--- config.mk ---
export PLATFORM = sky130hd
export DESIGN_NAME = pkt_decouple_ctrl
export DESIGN_NICKNAME = d
export VERILOG_FILES = /design/src/rtl/pkt_decouple_ctrl.sv
export SDC_FILE = /design/constraint.sdc
export NUM_CORES = 1
export LEC_CHECK = 0
export ABC_CLOCK_PERIOD_IN_PS = 1600
export BUFFER_PORTS_ARGS = -buffer_cell sky130_fd_sc_hd__buf_2
export CORE_AREA = 2 2 39 41
export DETAILED_ROUTE_END_ITERATION = 12
export DIE_AREA = 0 0 41 43
export GPL_TIMING_DRIVEN = 0
export PLACE_DENSITY_LB_ADDON = 0.2
export SLEW_MARGIN = 25
export SYNTH_ARGS = -nofsm -noshare
export SYNTH_HDL_FRONTEND = slang
export SYNTH_SLANG_ARGS = --single-unit
export TNS_END_PERCENT = 5
--- constraint.sdc ---
create_clock -name clk -period 1.6 [get_ports clk]
set_input_delay 0.24 -clock clk [delete_from_list [all_inputs] [get_ports clk]]
set_output_delay 0.24 -clock clk [all_outputs]
set_load 0.05 [all_outputs]
--- src/rtl/pkt_decouple_ctrl.sv ---
module pkt_decouple_ctrl #(
  parameter int QUOTA_DATA = 3,
  parameter int QUOTA_CTRL = 2,
  parameter int DEPTH      = 4
) (
  input  logic clk,
  input  logic rst,
  input  logic in_valid,
  output logic in_ready,
  input  logic cfg_valid,
  output logic cfg_ready,
  output logic out_valid,
  input  logic out_ready,
  output logic store_ins,
  output logic store_rem
);
  localparam int DQW = $clog2(QUOTA_DATA + 1);
  localparam int CQW = $clog2(QUOTA_CTRL + 1);
  localparam int OW  = $clog2(DEPTH + 1);
  localparam logic [DQW-1:0] DQ_LAST = DQW'(QUOTA_DATA - 1);
  localparam logic [CQW-1:0] CQ_LAST = CQW'(QUOTA_CTRL - 1);
  localparam logic [OW-1:0]  OCC_MAX = OW'(DEPTH);

  logic           emitting;
  logic [DQW-1:0] dq;
  logic [CQW-1:0] cq;
  logic [OW-1:0]  occ;
  logic           data_take, cfg_take, in_busy;

  assign in_ready  = !emitting && (occ != OCC_MAX);
  assign data_take = in_valid && in_ready;
  assign cfg_ready = !emitting && !data_take;
  assign cfg_take  = cfg_valid && cfg_ready;
  assign in_busy   = data_take || cfg_valid;
  assign out_valid = (occ != '0) && (emitting || !in_busy);
  assign store_ins = data_take;
  assign store_rem = out_valid && out_ready;

  always_ff @(posedge clk) begin
    if (rst) begin
      emitting <= 1'b0;
      dq       <= '0;
      cq       <= '0;
      occ      <= '0;
    end else begin
      if (data_take) begin
        occ <= occ + 1'b1;
        if (dq == DQ_LAST) begin
          dq       <= '0;
          emitting <= 1'b1;
        end else begin
          dq <= dq + 1'b1;
        end
      end else if (cfg_take) begin
        if (cq == CQ_LAST) begin
          if (occ != '0) begin
            cq       <= '0;
            emitting <= 1'b1;
          end
        end else begin
          cq <= cq + 1'b1;
        end
      end else if (store_rem) begin
        occ      <= occ - 1'b1;
        emitting <= 1'b0;
      end
    end
  end
endmodule

==> flow_summary.yaml <==
timing:
  slew_viol_final: 0
  tightest_slew_ns: 0.478
  timing.final.hold_violations: 0
  period_needed_ns: 1.74
  final_critical_path_setup_slack_ns: -0.142
  fin_hold_ws_ns: 0.347
  fin_crit_sh_pct: 109
  clock-skew-final_ns: 0.00646
  worst_slew_margin_rel_pct: 68.0
  max_freq_mhz: 574
  setup_viol: 6
  rsz0062_at_grt: "true"
clocking:
  clkSlewWorstSetupHoldPaths_ns: 0.06
  clock_root_buffer_master: "sky130_fd_sc_hd__clkbuf_4"
  cts.path.max_buffers: 2
  numClockSinks: 8
  tritoncts: "yes"
  numCtsBuffers: 3
  htree_levels: 1
  clock_latency_ns: 0.25
logic_synthesis:
  synth_ff_type: "sky130_fd_sc_hd__dfxtp_1"
  syn_inst: 51
  synthesis.nets: 57
  synthTopCellsByCount: "8 x sky130_fd_sc_hd__dfxtp_1, 5 x sky130_fd_sc_hd__a21oi_1, 4 x sky130_fd_sc_hd__nand2_1, 4 x sky130_fd_sc_hd__nor2_1, 3 x sky130_fd_sc_hd__nand2b_1"
  synth.top_cells.by_area: "sky130_fd_sc_hd__dfxtp_1 34%, sky130_fd_sc_hd__a2111oi_4 5.9%, sky130_fd_sc_hd__a21oi_1 5.3%"
  yosysTopAreaCell: "sky130_fd_sc_hd__dfxtp_1"
  asyncSetResetFlopFracSynth_pct: 0
  synth_area_um2: 468
  share_of_synthesized_area_occupied_by_flip_flops_and_latches_pct: 34.2
  synth_cell_types: 27
  syn_area_per_cell_um2: 9.18
  ys_ff_latch: 8
  ys_warn_count: 0
  post-synth-top-count-cell: "sky130_fd_sc_hd__dfxtp_1"
  synth_top_area_share_pct: 34.2
  synth-edff-count: 0
drt:
  drc: 0
  routed_wl_um: 989
  dr.pass1.iters: 4
  via_count: 419
  count_of_routing_violations_after_the_opening_detailed_route_iteration: 14
  antenna_nets_post_route: 0
  via_per_inst: 4.99
  wire_per_inst_um: 11.8
grt:
  grt_start_max_net_pins: 10
  grt_antenna_before_repair: 0
  globalRoute.totalOverflow: 0
  grt_usage_pct: 13.8
  grt_pass1_vias: 342
  grt_first_pass_wirelength_um: 1480
floorplan:
  core_footprint_um2: 1380
  floorplan.die.height_um: 43
  die_area_um2: 1760
  floorplan.die.width_um: 41
  floorplan.rows: 14
  initial_core_util_pct: 33.8
  floorplan.io_pins: 10
worst_setup_path:
  regToRegSetupSlack_ns: -0.12
  worstSetupStartpointType: "register"
  critical_path.max_fanout: 5
  worstReg2RegEnd: "occ[2]$_SDFFE_PP0P_"
  r2r-start: "occ[2]$_SDFFE_PP0P_"
  worstSetupEndpointType: "output pin"
  timing.setup.critical_path_class: "reg -> out"
  worst-r2r-cell-count: 5
  worst_ep_arrival_time_ns: 1.50
  worst-endpoint-required_ns: 1.36
  crit_start: "occ[2]$_SDFFE_PP0P_"
final_layout:
  area_growth_pct: 45.7
  drive_above_1_share_pct: 47.1
  layout.cells.non_filler: 84
  fill_cells: 134
  nNetsFinal: 76
  n_antenna_cell: 0
pwr:
  ir_drop_mv: 0.679
  pwr_density_cell_nw_per_um2: 2090
  power.static_leakage_nw: 0.279
  total_power_mw: 1.43
placement:
  detailed_place_hpwl_um: 724
  globalplace.congestion: 0.622
  place.port_buffers: 8
  dp_cells: 75
run:
  drv.max_cap_violation_count: 0
hold_path:
  whs_path_depth: 2
  worstHoldPathType: "in -> reg"
  hold-path-endpoint: "occ[1]$_SDFFE_PP0P_"
  hp-start: "rst"
outcome:
  outcome: "complete, but fails checks"
  violations: "negative setup slack"
[logic make-up after synthesis]
kind of cell               count (synthesis)  synth area share [%]
AOI/OAI and AO/OA                         10                  18.7
xor gates and xnor gates                   1                  1.87
adders and majority gates                  1                  4.28
buffers and inverters                      3                  2.41
DFF                                        8                  34.2
muxes                                      3                  6.68
and+or+nand+nor                           25                  31.8
[worst max-delay path: stages (launching register included)]
cell	delay, ns
sky130_fd_sc_hd__dfxtp_2	0.36
sky130_fd_sc_hd__or3b_4	0.43
sky130_fd_sc_hd__buf_12	0.14
sky130_fd_sc_hd__a21oi_4	0.14
sky130_fd_sc_hd__buf_6	0.18
[routing by layer]
layer  up-vias  GRT usage (%)  share of wire, %
met4         0           14.0               1.5
met1       191           15.5                45
met5         -              0                 0
li1        219              -                 -
met2         7           19.1                48
met3         2           3.66               4.4
[layout by cell type (no fill, tap or decap), types with 2 or more instances in the layout]
cell type,Yosys,layout
sky130_fd_sc_hd__nand2b_1,3,3
sky130_fd_sc_hd__buf_2,0,4
sky130_fd_sc_hd__nor2_1,4,4
sky130_fd_sc_hd__buf_6,0,4
sky130_fd_sc_hd__buf_4,0,5
sky130_fd_sc_hd__nor2b_1,2,2
sky130_fd_sc_hd__nand2_1,4,3
sky130_fd_sc_hd__a211oi_2,1,2
sky130_fd_sc_hd__dfxtp_1,8,4
sky130_fd_sc_hd__dfxtp_2,0,2
sky130_fd_sc_hd__clkbuf_4,0,3
sky130_fd_sc_hd__a21oi_1,5,4
sky130_fd_sc_hd__nor3b_1,2,2
sky130_fd_sc_hd__nand3b_1,2,2
sky130_fd_sc_hd__dfxtp_4,0,2
sky130_fd_sc_hd__mux2i_1,2,2
[sequential cells by signal (all words and copies together), names as in the netlist]
register and cells:
occ 3, dq 2, cq 2, emitting 1
[final cells by class]
cell class | instances | area (um2) | area share [%]
Tap cell | 16 | 20.0 | 2.94
Buffer | 1 | 3.75 | 0.550
Multi-Input combinational cell | 40 | 335 | 49.2
Clock buffer | 3 | 22.5 | 3.30
Sequential cell | 8 | 170 | 25.0
Timing Repair Buffer | 14 | 123 | 18.0
Inverter | 2 | 7.51 | 1.10
[report_power, final]
part | internal [mW] | switching (mW)
sequential | 0.277 | 0.0781
combinational | 0.418 | 0.501
clock | 0.0856 | 0.0648
[metrics by stage]
| stage | setup WS, ns | TNS [ns] | cell area (um2) | util (%) |
|---|---|---|---|---|
| final | -0.142 | -0.449 | 682 | 49.3 |
| after floorplan | -0.369 | -0.894 | 477 | - |
| after global placement | -0.307 | -0.556 | 537 | 38.8 |
| after detailed placement | -0.334 | -0.570 | 537 | 38.8 |
| after global routing | -0.191 | -0.781 | 682 | 49.3 |
| after CTS | -0.150 | -0.359 | 652 | 47.1 |
[how the worst max path moves through the flow]
stage                                to  slack (ns)  depth (start not counted)
floorplan           occ[2]$_SDFFE_PP0P_       -0.37                          4
global placement    occ[2]$_SDFFE_PP0P_       -0.31                          6
detailed placement  occ[2]$_SDFFE_PP0P_       -0.33                          6
CTS                           store_rem       -0.15                          3
global route                  cfg_ready       -0.19                          4
finish                        cfg_ready       -0.14                          4
[repair_timing]
item	4_1_cts	5_1_grt
setup endpoints to repair	7	7
resized for setup	21	1
endpoints found under the hold margin	0	0
hold buffers	0	0
pin swaps	4	2
buffers inserted	4	2
Note: power is estimated with default switching activity, not from simulation.
